==> src/rtl/lrc_pkg.sv <==
package lrc_pkg;
  typedef enum logic [2:0] {
    OP_ENTER   = 3'd0,
    OP_EXIT    = 3'd1,
    OP_HREAD   = 3'd2,
    OP_HLOCK   = 3'd3,
    OP_HUNLOCK = 3'd4
  } op_e;

  typedef enum logic [2:0] {
    TC_NONE    = 3'd0,
    TC_MISS    = 3'd1,
    TC_CONTEND = 3'd2,
    TC_WAITER  = 3'd3,
    TC_COUNT   = 3'd4
  } cause_e;

  typedef enum logic [1:0] {
    FLD_ADDR  = 2'd0,
    FLD_CNT   = 2'd1,
    FLD_VALID = 2'd2
  } fld_e;

  localparam int HELD_BIT = 0;
  localparam int WAIT_BIT = 1;
endpackage

==> src/rtl/lrc_entry.sv <==
module lrc_entry #(
  parameter int AW = 32,
  parameter int CW = 4
) (
  input  logic          clk,
  input  logic          rst_n,
  input  logic          inc_i,
  input  logic          dec_i,
  input  logic          wr_addr_i,
  input  logic          wr_cnt_i,
  input  logic          wr_vld_i,
  input  logic [AW-1:0] wdata_i,
  output logic          vld_o,
  output logic [AW-1:0] addr_o,
  output logic [CW-1:0] cnt_o
);
  localparam logic [CW-1:0] CMAX = {CW{1'b1}};

  logic          vld_q, vld_d;
  logic [AW-1:0] addr_q, addr_d;
  logic [CW-1:0] cnt_q, cnt_d;
  logic          en;

  // next-state
  always_comb begin
    vld_d  = vld_q;
    addr_d = addr_q;
    cnt_d  = cnt_q;
    if (wr_vld_i)  vld_d  = wdata_i[0];
    if (wr_addr_i) addr_d = wdata_i;
    if (wr_cnt_i)       cnt_d = wdata_i[CW-1:0];
    else if (inc_i)     cnt_d = cnt_q + 1'b1;
    else if (dec_i)     cnt_d = cnt_q - 1'b1;
  end

  assign en = inc_i | dec_i | wr_addr_i | wr_cnt_i | wr_vld_i;

  // state register with clock enable
  always_ff @(posedge clk or negedge rst_n) begin
    if (!rst_n) begin
      vld_q  <= 1'b0;
      addr_q <= '0;
      cnt_q  <= '0;
    end else if (en) begin
      vld_q  <= vld_d;
      addr_q <= addr_d;
      cnt_q  <= cnt_d;
    end
  end

  assign vld_o  = vld_q;
  assign addr_o = addr_q;
  assign cnt_o  = cnt_q;

  p_no_wrap_up_r5: assert property (@(posedge clk) disable iff (!rst_n)
    inc_i |-> (cnt_q != CMAX));
  p_no_wrap_down_r5: assert property (@(posedge clk) disable iff (!rst_n)
    dec_i |-> (cnt_q != '0));
  p_inc_step_r2: assert property (@(posedge clk) disable iff (!rst_n)
    (inc_i && !wr_cnt_i) |=> (cnt_q == $past(cnt_q) + 1'b1));
  p_dec_step_r3: assert property (@(posedge clk) disable iff (!rst_n)
    (dec_i && !wr_cnt_i) |=> (cnt_q == $past(cnt_q) - 1'b1));
  p_one_dir_r3: assert property (@(posedge clk) disable iff (!rst_n)
    $onehot0({inc_i, dec_i}));
endmodule

==> src/rtl/lrc_match.sv <==
module lrc_match #(
  parameter int AW   = 32,
  parameter int NENT = 2,
  parameter int IW   = 1
) (
  input  logic [NENT-1:0]         vld_i,
  input  logic [NENT-1:0][AW-1:0] addr_i,
  input  logic [AW-1:0]           key_i,
  output logic                    hit_o,
  output logic [IW-1:0]           idx_o
);
  logic [NENT-1:0] eq;

  for (genvar g = 0; g < NENT; g++) begin : g_cmp
    assign eq[g] = vld_i[g] && (addr_i[g] == key_i);
  end

  // lowest index wins
  always_comb begin
    hit_o = 1'b0;
    idx_o = '0;
    for (int i = NENT - 1; i >= 0; i--) begin
      if (eq[i]) begin
        hit_o = 1'b1;
        idx_o = IW'(i);
      end
    end
  end
endmodule

==> src/rtl/lrc_hdr.sv <==
module lrc_hdr
  import lrc_pkg::*;
#(
  parameter int HW = 32
) (
  input  op_e           op_i,
  input  logic [HW-1:0] word_i,
  output logic [HW-1:0] word_o,
  output logic          trap_o,
  output cause_e        cause_o
);
  always_comb begin
    word_o  = word_i;
    trap_o  = 1'b0;
    cause_o = TC_NONE;
    unique case (op_i)
      OP_HLOCK: begin
        if (word_i[HELD_BIT]) begin
          trap_o  = 1'b1;
          cause_o = TC_CONTEND;
        end else begin
          word_o[HELD_BIT] = 1'b1;
        end
      end
      OP_HUNLOCK: begin
        word_o[HELD_BIT] = 1'b0;
        if (word_i[WAIT_BIT]) begin
          trap_o  = 1'b1;
          cause_o = TC_WAITER;
        end
      end
      default: begin
        word_o[HELD_BIT] = 1'b0;
        word_o[WAIT_BIT] = 1'b0;
      end
    endcase
  end
endmodule

==> src/rtl/lock_reentry_cache.sv <==
module lock_reentry_cache
  import lrc_pkg::*;
#(
  parameter int AW   = 32,
  parameter int CW   = 4,
  parameter int NENT = 2,
  parameter int HW   = 32,
  localparam int IW  = (NENT > 1) ? $clog2(NENT) : 1
) (
  input  logic          clk,
  input  logic          rst_n,
  input  logic          req_valid,
  input  logic [2:0]    req_op,
  input  logic [AW-1:0] req_addr,
  input  logic [HW-1:0] req_hdr,
  input  logic          sw_we,
  input  logic [IW-1:0] sw_idx,
  input  logic [1:0]    sw_field,
  input  logic [AW-1:0] sw_wdata,
  output logic [AW-1:0] sw_rdata,
  output logic          rsp_valid,
  output logic          rsp_trap,
  output logic [2:0]    rsp_cause,
  output logic          rsp_release,
  output logic [IW-1:0] rsp_idx,
  output logic [HW-1:0] rsp_hdr
);
  localparam logic [CW-1:0] CMAX = {CW{1'b1}};

  op_e  op;
  fld_e fld;
  logic is_enter, is_exit, is_cnt;

  assign op       = op_e'(req_op);
  assign fld      = fld_e'(sw_field);
  assign is_enter = req_valid && (op == OP_ENTER);
  assign is_exit  = req_valid && (op == OP_EXIT);
  assign is_cnt   = is_enter || is_exit;

  // entry table
  logic [NENT-1:0]         ent_vld;
  logic [NENT-1:0][AW-1:0] ent_addr;
  logic [NENT-1:0][CW-1:0] ent_cnt;
  logic [NENT-1:0]         inc_v, dec_v, wa_v, wc_v, wv_v;

  logic          hit;
  logic [IW-1:0] hit_idx;
  logic [CW-1:0] cnt_sel;
  logic          at_max, at_zero, sw_ok;

  lrc_match #(.AW(AW), .NENT(NENT), .IW(IW)) u_match (
    .vld_i  (ent_vld),
    .addr_i (ent_addr),
    .key_i  (req_addr),
    .hit_o  (hit),
    .idx_o  (hit_idx)
  );

  assign cnt_sel = ent_cnt[hit_idx];
  assign at_max  = (cnt_sel == CMAX);
  assign at_zero = (cnt_sel == '0);
  assign sw_ok   = sw_we && !req_valid;

  for (genvar g = 0; g < NENT; g++) begin : g_ent
    assign inc_v[g] = is_enter && hit && (hit_idx == IW'(g)) && !at_max;
    assign dec_v[g] = is_exit  && hit && (hit_idx == IW'(g)) && !at_zero;
    assign wa_v[g]  = sw_ok && (sw_idx == IW'(g)) && (fld == FLD_ADDR);
    assign wc_v[g]  = sw_ok && (sw_idx == IW'(g)) && (fld == FLD_CNT);
    assign wv_v[g]  = sw_ok && (sw_idx == IW'(g)) && (fld == FLD_VALID);

    lrc_entry #(.AW(AW), .CW(CW)) u_ent (
      .clk       (clk),
      .rst_n     (rst_n),
      .inc_i     (inc_v[g]),
      .dec_i     (dec_v[g]),
      .wr_addr_i (wa_v[g]),
      .wr_cnt_i  (wc_v[g]),
      .wr_vld_i  (wv_v[g]),
      .wdata_i   (sw_wdata),
      .vld_o     (ent_vld[g]),
      .addr_o    (ent_addr[g]),
      .cnt_o     (ent_cnt[g])
    );
  end

  // software readback
  always_comb begin
    sw_rdata = '0;
    unique case (fld)
      FLD_ADDR:  sw_rdata = ent_addr[sw_idx];
      FLD_CNT:   sw_rdata[CW-1:0] = ent_cnt[sw_idx];
      FLD_VALID: sw_rdata[0] = ent_vld[sw_idx];
      default:   sw_rdata = '0;
    endcase
  end

  // header check
  logic [HW-1:0] hdr_res;
  logic          hdr_trap;
  cause_e        hdr_cause;

  lrc_hdr #(.HW(HW)) u_hdr (
    .op_i    (op),
    .word_i  (req_hdr),
    .word_o  (hdr_res),
    .trap_o  (hdr_trap),
    .cause_o (hdr_cause)
  );

  // response next-state
  logic          trap_d, rel_d;
  cause_e        cause_d;
  logic [IW-1:0] idx_d;
  logic [HW-1:0] hdr_d;

  always_comb begin
    trap_d  = 1'b0;
    cause_d = TC_NONE;
    rel_d   = 1'b0;
    idx_d   = '0;
    hdr_d   = '0;
    if (is_cnt) begin
      if (!hit) begin
        trap_d  = 1'b1;
        cause_d = TC_MISS;
      end else begin
        idx_d = hit_idx;
        if ((is_enter && at_max) || (is_exit && at_zero)) begin
          trap_d  = 1'b1;
          cause_d = TC_COUNT;
        end else if (is_exit) begin
          rel_d = (cnt_sel == CW'(1));
        end
      end
    end else begin
      trap_d  = hdr_trap;
      cause_d = hdr_cause;
      hdr_d   = hdr_res;
    end
  end

  // response registers
  logic          vld_q, trap_q, rel_q;
  cause_e        cause_q;
  logic [IW-1:0] idx_q;
  logic [HW-1:0] hdr_q;
  op_e           op_q;

  always_ff @(posedge clk or negedge rst_n) begin
    if (!rst_n) vld_q <= 1'b0;
    else        vld_q <= req_valid;
  end

  always_ff @(posedge clk or negedge rst_n) begin
    if (!rst_n) begin
      trap_q  <= 1'b0;
      cause_q <= TC_NONE;
      rel_q   <= 1'b0;
      idx_q   <= '0;
      hdr_q   <= '0;
      op_q    <= OP_ENTER;
    end else if (req_valid) begin
      trap_q  <= trap_d;
      cause_q <= cause_d;
      rel_q   <= rel_d;
      idx_q   <= idx_d;
      hdr_q   <= hdr_d;
      op_q    <= op;
    end
  end

  assign rsp_valid   = vld_q;
  assign rsp_trap    = trap_q;
  assign rsp_cause   = cause_q;
  assign rsp_release = rel_q;
  assign rsp_idx     = idx_q;
  assign rsp_hdr     = hdr_q;

  p_release_no_trap_r3: assert property (@(posedge clk) disable iff (!rst_n)
    (rsp_valid && rsp_release) |-> !rsp_trap);
  p_miss_stable_r4: assert property (@(posedge clk) disable iff (!rst_n)
    (is_cnt && !hit) |=> ($stable(ent_cnt) && $stable(ent_vld) && $stable(ent_addr)));
  p_read_masked_r6: assert property (@(posedge clk) disable iff (!rst_n)
    (rsp_valid && op_q == OP_HREAD) |-> (rsp_hdr[WAIT_BIT:HELD_BIT] == 2'b00));
  p_lock_grant_r7: assert property (@(posedge clk) disable iff (!rst_n)
    (rsp_valid && op_q == OP_HLOCK && !rsp_trap) |-> rsp_hdr[HELD_BIT]);
  p_unlock_clear_r8: assert property (@(posedge clk) disable iff (!rst_n)
    (rsp_valid && op_q == OP_HUNLOCK) |-> !rsp_hdr[HELD_BIT]);
  p_sw_dropped_r10: assert property (@(posedge clk) disable iff (!rst_n)
    (req_valid && sw_we) |=> ($stable(ent_addr) && $stable(ent_vld)));
endmodule

==> config.mk <==
export PLATFORM = sky130hd
export DESIGN_NAME = lock_reentry_cache
export DESIGN_NICKNAME = d
export VERILOG_FILES = /design/src/rtl/lrc_pkg.sv /design/src/rtl/lrc_entry.sv /design/src/rtl/lrc_match.sv /design/src/rtl/lrc_hdr.sv /design/src/rtl/lock_reentry_cache.sv
export SDC_FILE = /design/constraint.sdc
export NUM_CORES = 1
export LEC_CHECK = 0
export CORE_UTILIZATION = 40
export CTS_BUF_LIST = sky130_fd_sc_hd__clkbuf_8
export DETAILED_ROUTE_END_ITERATION = 10
export MAX_ROUTING_LAYER = met4
export PLACE_DENSITY = 0.78
export SLEW_MARGIN = 20
export SYNTH_ARGS = -nofsm -noshare
export SYNTH_HDL_FRONTEND = slang
export SYNTH_SLANG_ARGS = --single-unit
==> constraint.sdc <==
create_clock -name clk -period 5.8 [get_ports clk]
set_clock_uncertainty 0.2 [all_clocks]
set_input_delay 1.16 -clock clk [delete_from_list [all_inputs] [get_ports clk]]
set_output_delay 1.16 -clock clk [all_outputs]
set_load 0.02 [all_outputs]
==> results of run 1 <==
-- layer usage --
metal | GRT usage | routed length (µm) | vias to the layer above
met5 | - | 0 | -
met4 | 0.106 | 526 | 0
met3 | 0.0448 | 873 | 37
met2 | 0.385 | 9070 | 174
met1 | 0.280 | 7470 | 2549
li1 | - | - | 2345
-- synth_stat cells (2+ instances only) --
library cell / count
dfrtp_1: 113
nor2_1: 68
mux2_2: 66
mux2i_1: 65
xor2_1: 35
xnor2_1: 33
clkbuf_1: 21
nor4_1: 16
nand4_1: 14
nand2_1: 13
a21oi_1: 10
inv_1: 10
o21ai_0: 8
nor2b_1: 6
nor3_1: 5
nor3b_1: 5
o22ai_1: 5
buf_1: 4
ha_1: 4
nand3_1: 4
or4_1: 4
and2_1: 3
mux4_2: 3
nand2b_1: 3
a21o_1: 2
a22oi_1: 2
and3_1: 2
fa_1: 2
nand3b_1: 2
nand4b_1: 2
nor4_4: 2
nor4b_1: 2
o21ai_2: 2
o32ai_1: 2
or2_2: 2
or3_1: 2
or3b_2: 2
-- power by group --
| group | internal, µW | switching (µW) | total, µW |
|---|---|---|---|
| Clock | 453 | 321 | 773 |
| Combinational | 389 | 362 | 750 |
| Sequential | 934 | 142 | 1080 |
-- area by class of cell --
class                   instances  area (µm²)
inverters                      10        37.5
multi-input cells             411        3300
clock buffers                  20         275
well taps                     188         235
clock inverters                12         139
flip-flops and latches        113        2830
repair buffers                181        1790
fillers                      1306        6600
-- stage by stage --
step                 util  setup WS (ns)  cells
floorplan               -           1.63    559
global placement    0.539          0.835    903
detailed placement  0.539          0.729    903
CTS                 0.566           1.07    935
global route        0.566          0.910    935
finish              0.566           1.06    935
-- kinds of logic after synthesis --
logic type                 Yosys count  share of synthesized area
buffers and inverters               35                     0.0210
AOI/OAI and AO/OA                   42                     0.0450
and+or+nand+nor                    161                      0.138
xor gates and xnor gates            68                     0.0952
muxes                              134                      0.234
DFF                                113                      0.452
adders and majority gates            6                     0.0144
-- flip-flops by register name (all words and copies together) (netlist names) --
signal              flops
rsp_trap                1
g_ent.u_ent.vld_o       2
g_ent.u_ent.cnt_o       8
rsp_release             1
rsp_cause               3
rsp_valid               1
rsp_hdr                32
rsp_idx                 1
g_ent.u_ent.addr_o     64
-- path summary, 6_finish.rpt --
path	start	endpoint	slack, ns	cells after the start
worst min-delay path	rsp_cause[1]	rsp_cause[1]	0.30	1
max in group asynchronous	rst_n	g_ent[0].u_ent.addr_o[25]	3.61	2
worst max register to register	g_ent[1].u_ent.addr_o[30]	g_ent[1].u_ent.cnt_o[3]	1.89	13
worst max-delay path	sw_field[1]	sw_rdata[10]	1.06	4
min in group asynchronous	rst_n	rsp_hdr[8]	0.67	1
worst min register to register	rsp_cause[1]	rsp_cause[1]	0.30	1
==> metrics.md, run 1 <==
| Metric | Value |
|---|---|
| Hold Crit Class | `reg -> reg` |
| Total power | `2600 µW` |
| Clk pin slew, worst setup/hold paths | `0.07 ns` |
| Clock insertion delay at the later pin of the skew report | `0.43 ns` |
| Row Count | `45` |
| Tcrit/Tclk final | `0.817` |
| Remaining routing DRC violations | `0` |
| Global-route usage over all layers | `0.234` |
| Initial core utilization | `0.411` |
| Critical path class | `in -> out` |
| Yosys warnings | `0` |
| Total iterations of the first detailed-routing run | `5` |
| Synth area leaders | `dfrtp_1, mux2_2, mux2i_1` |
| Avg Cell Area, Syn | `11.2 µm²` |
| Synth area leader | `dfrtp_1` |
| Fmax | `0.211 GHz` |
| WP buf/inv | `2` |
| Grt ovf | `0` |
| Clk sinks | `113` |
| Async S/R FF share, synth | `1.00` |
| Placed inst area | `8190 µm²` |
| Total Die Area | `16100 µm²` |
| Top cell type's share of synthesized area | `0.452` |
| TritonCTS Buffers | `17` |
| Yosys cell types | `52` |
| Minimum clock period | `4.74 ns` |
| First-pass GRT wire length | `27.8 mm` |
| Worst VDD drop | `0.152 mV` |
| Critical path, cell by cell | `clkdlybuf4s50_1 -> or2_2 -> nor2_1 -> clkdlybuf4s50_1` |
| Max-slew violation count | `0` |
| Pwr dens | `302 nW/µm²` |
| WL per Instance | `19.2 µm` |
| Delay-heaviest family, CP | `buffers and inverters` |
| CP max FO | `30` |
| Leakage | `0.00359 µW` |
| Post-DRT Antenna Nets | `0` |
| H-Tree Depth | `4` |
| Commonest non-fill, non-tap cell in the layout | `clkdlybuf4s50_1` |
| Setup Buffers After CTS | `0` |
| Number of global-route vias before repair | `5296` |
| Worst Setup End Kind | `primary output` |
| CP Launch Type | `primary input` |
| Synthesized flop and latch total | `113` |
| GP Congestion | `0.906` |
| Post-synth top flop | `dfrtp_1` |
| Largest net degree at the start of global routing | `73` |
| # diodes | `0` |
| Most used cell along the critical path | `clkdlybuf4s50_1` |
| Worst slew margin | `0.366` |
| Core area | `15200 µm²` |
| Register area share after synthesis | `0.452` |
| Worst Path Arrival | `3.38 ns` |
| CTS resizes | `0` |
| Slew @ Worst Pin | `0.952 ns` |
| Clk buf depth | `2` |
| CP max stage cell | `clkdlybuf4s50_1` |
| Final net count | `846` |
| Hold Vio Cnt, Final | `0` |
| Buffers added on ports | `176` |
| Most frequent cells in the layout | `clkdlybuf4s50_1, dfrtp_1, nor2_1, mux2_2, mux2i_1` |
| Avg Vias per Cell | `5.46` |
| Maxcap violations | `0` |
| Hpwl dp | `13.5 mm` |
| Layout area overhead | `37.6%` |
| Syn nets | `671` |
| DR iter-0 viols | `339` |
| CTS tree | `done` |
| Required time of the critical path | `4.44 ns` |
| Io pins | `177` |
| Layout cells sized above 1 | `0.162` |
| Post-synth EDFFs | `0` |
| Highest cell delay on the worst timing path | `0.65 ns` |
| Initial antenna violation count | `0` |
| Post-Syn Area | `6250 µm²` |
| Clock Root Buffer | `clkbuf_8` |
| DR vias | `5105` |
| Hold Slack | `0.300 ns` |
| Post-Synthesis Cells | `559` |
| RSZ-0062 raised after global routing | `false` |
| Total negative slack | `0 ns` |
| Post-route cell area | `8610 µm²` |
| # hold bufs at CTS | `0` |
| Die width | `127 µm` |
| Final setup viols | `0` |
| WL final | `17.9 mm` |
| Die Ht | `127 µm` |
| Run status | `completed` |
Power figures use the tool's default switching activity.
==> inputs of run 2 (changes only) <==
Clock period 5.8 ns to 4.43 ns, I/O delays scaled along.
==> run 2 against run 1 <==
  * Core utilization up 0.87 points
  * Routed wire length increased by 2.6%
  * Non-clock buffer count up 13
  * Design area increased by 1.5%
  * Sequential cell count did not move
  * Count of clock-buffer cells in the layout is 2 higher
  * Worst setup slack worse by 0.87 ns
  * First-iteration DRC count grew 5.3%
  * Highest routed layer unchanged
  * Die area did not move
  * Global-route usage is 0.68 points higher
  * Cell count up 1.4%
  * Via count rose by 2.4%
==> metrics.md, run 2 (same netlist as run 1, synthesis figures left out) <==
| Metric | Value |
|---|---|
| DR iter-0 viols | `357 (+5.3%)` |
| Utilization after layout | `0.575 (+0.00872)` |
| TritonCTS Buffers | `17 (unchanged)` |
| Critical path, cell by cell | `clkdlybuf4s50_1 -> xnor2_1 -> nand4_1 -> nor4b_2 -> nand3_1 -> or4_1 -> buf_4 -> ha_1 -> a21oi_1 -> and2_1 -> a21oi_1 -> nor3_1 -> a211o_1 -> a2bb2oi_1` |
| # diodes | `0 (unchanged)` |
| CTS tree | `done` |
| Clk buf depth | `2 (unchanged)` |
| Worst Setup End Kind | `flip-flop` |
| Total Die Area | `16100 µm² (unchanged)` |
| Post-route setup slack | `0.186 ns (-0.873 ns)` |
| Run status | `completed` |
| Number of global-route vias before repair | `5404 (+2.0%)` |
| WL per Instance | `19.4 µm (+1.1%)` |
| Fin cells | `948 (+1.4%)` |
| Setup Buffers After CTS | `0 (unchanged)` |
| Clk sinks | `113 (unchanged)` |
| DR vias | `5226 (+2.4%)` |
| Place WS | `-0.172 ns (-0.901 ns)` |
| Remaining routing DRC violations | `0 (unchanged)` |
| Global-route usage over all layers | `0.241 (+0.00684)` |
| Io pins | `177 (unchanged)` |
| First-pass GRT wire length | `28.7 mm (+3.2%)` |
| Final setup viols | `0 (unchanged)` |
| WP buf/inv | `2 (unchanged)` |
| Final net count | `859 (+1.5%)` |
| Die Ht | `127 µm (unchanged)` |
| Clock Root Buffer | `clkbuf_8` |
| Worst Path Arrival | `4.33 ns (+0.95 ns)` |
| Initial antenna violation count | `0 (unchanged)` |
| Clock insertion delay at the later pin of the skew report | `0.44 ns (about the same)` |
| Placed cells | `916 (+1.4%)` |
| Most used cell along the critical path | `a21oi_1` |
| Fmax | `0.236 GHz` |
| Highest cell delay on the worst timing path | `0.53 ns (-0.12 ns)` |
| Core area | `15200 µm² (unchanged)` |
| GP Congestion | `0.863 (-4.8%)` |
| CTS resizes | `0 (unchanged)` |
| Layout cells sized above 1 | `0.178 (+0.0157)` |
| Minimum clock period | `4.24 ns` |
| CP Launch Type | `primary input` |
| Clk pin slew, worst setup/hold paths | `0.07 ns (about the same)` |
| # hold bufs at CTS | `0 (unchanged)` |
| Hpwl dp | `13.8 mm (+2.1%)` |
| Avg Vias per Cell | `5.51 (+0.97%)` |
| CP max stage cell | `or4_1` |
| Hold Crit Class | `reg -> reg` |
| Grt ovf | `0 (unchanged)` |
| Die width | `127 µm (unchanged)` |
| Pwr dens | `399 nW/µm² (+32%)` |
| H-Tree Depth | `4 (unchanged)` |
| Worst VDD drop | `0.241 mV (+59%)` |
| Max-slew violation count | `0 (unchanged)` |
| Slew @ Worst Pin | `0.854 ns (-0.0974 ns)` |
| Layout area overhead | `39.7%` |
| Critical path class | `in -> reg` |
| Row Count | `45 (unchanged)` |
| Post-DRT Antenna Nets | `0 (unchanged)` |
| Maxcap violations | `0 (unchanged)` |
| Initial core utilization | `0.411 (unchanged)` |
| CP max FO | `2 (-93%)` |
| Most frequent cells in the layout | `clkdlybuf4s50_1, dfrtp_1, nor2_1, mux2_2, mux2i_1` |
| Hold Vio Cnt, Final | `0 (unchanged)` |
| WL final | `18.4 mm (+2.6%)` |
| Total iterations of the first detailed-routing run | `5 (unchanged)` |
| Leakage | `0.00366 µW (+2.1%)` |
| Delay-heaviest family, CP | `simple AND/OR/NAND/NOR gates` |
| RSZ-0062 raised after global routing | `false` |
| Fillcell total | `1287 (-1.5%)` |
| Largest net degree at the start of global routing | `89 (+22%)` |
| Required time of the critical path | `4.51 ns (+0.07 ns)` |
| Hold Slack | `0.288 ns (-0.0122 ns)` |
| Worst slew margin | `0.429 (+0.0637)` |
| Buffers added on ports | `176 (unchanged)` |
| Total negative slack | `0 ns (unchanged)` |
| Largest register FFs | `64 (unchanged)` |
| Commonest non-fill, non-tap cell in the layout | `clkdlybuf4s50_1` |
| Tcrit/Tclk final | `0.958` |
run 2: metrics by stage:
step	power, µW	area [µm²]
2_1_floorplan	1970	6250
3_3_place_gp	2380	8300
3_5_place_dp	2430	8300
4_1_cts	3490	8730
5_1_grt	3650	8740
6_report	3480	8740
run 2: where the power goes:
group          leakage, µW  internal, µW  total, µW  switching (µW)
registers          0.00139          1220       1420             194
logic              0.00205           525       1010             485
clock network     0.000220           626       1060             433
total              0.00366          2370       3480            1110
run 2: area by class of cell:
cell class                      instances  area [µm²]  area share
Clock buffer                           22         303      0.0347
Clock inverter                         10         130      0.0149
Inverter                               10        37.5     0.00430
Multi-Input combinational cell        411        3300       0.378
Sequential cell                       113        2830       0.324
Tap cell                              188         235      0.0269
Timing Repair Buffer                  194        1900       0.217
run 2: final timing paths:
kind                                      startpoint  depth (start not counted)  slack, ns                       end
setup / recovery                        req_addr[13]                         14       0.19   g_ent[1].u_ent.cnt_o[3]
hold / removal                          rsp_cause[1]                          1       0.29              rsp_cause[1]
setup reg to reg           g_ent[1].u_ent.addr_o[13]                         13       0.68   g_ent[1].u_ent.cnt_o[3]
hold reg to reg                         rsp_cause[1]                          1       0.29              rsp_cause[1]
max in group asynchronous                      rst_n                          2       2.85  g_ent[0].u_ent.addr_o[5]
min in group asynchronous                      rst_n                          1       0.30                rsp_hdr[8]
run 2: metal layers:
layer,up-vias,share of wire,GRT usage
met3,43,0.060,0.0582
met5,-,0,-
met1,2621,0.41,0.289
met2,181,0.51,0.391
met4,0,0.024,0.0973
li1,2381,-,-
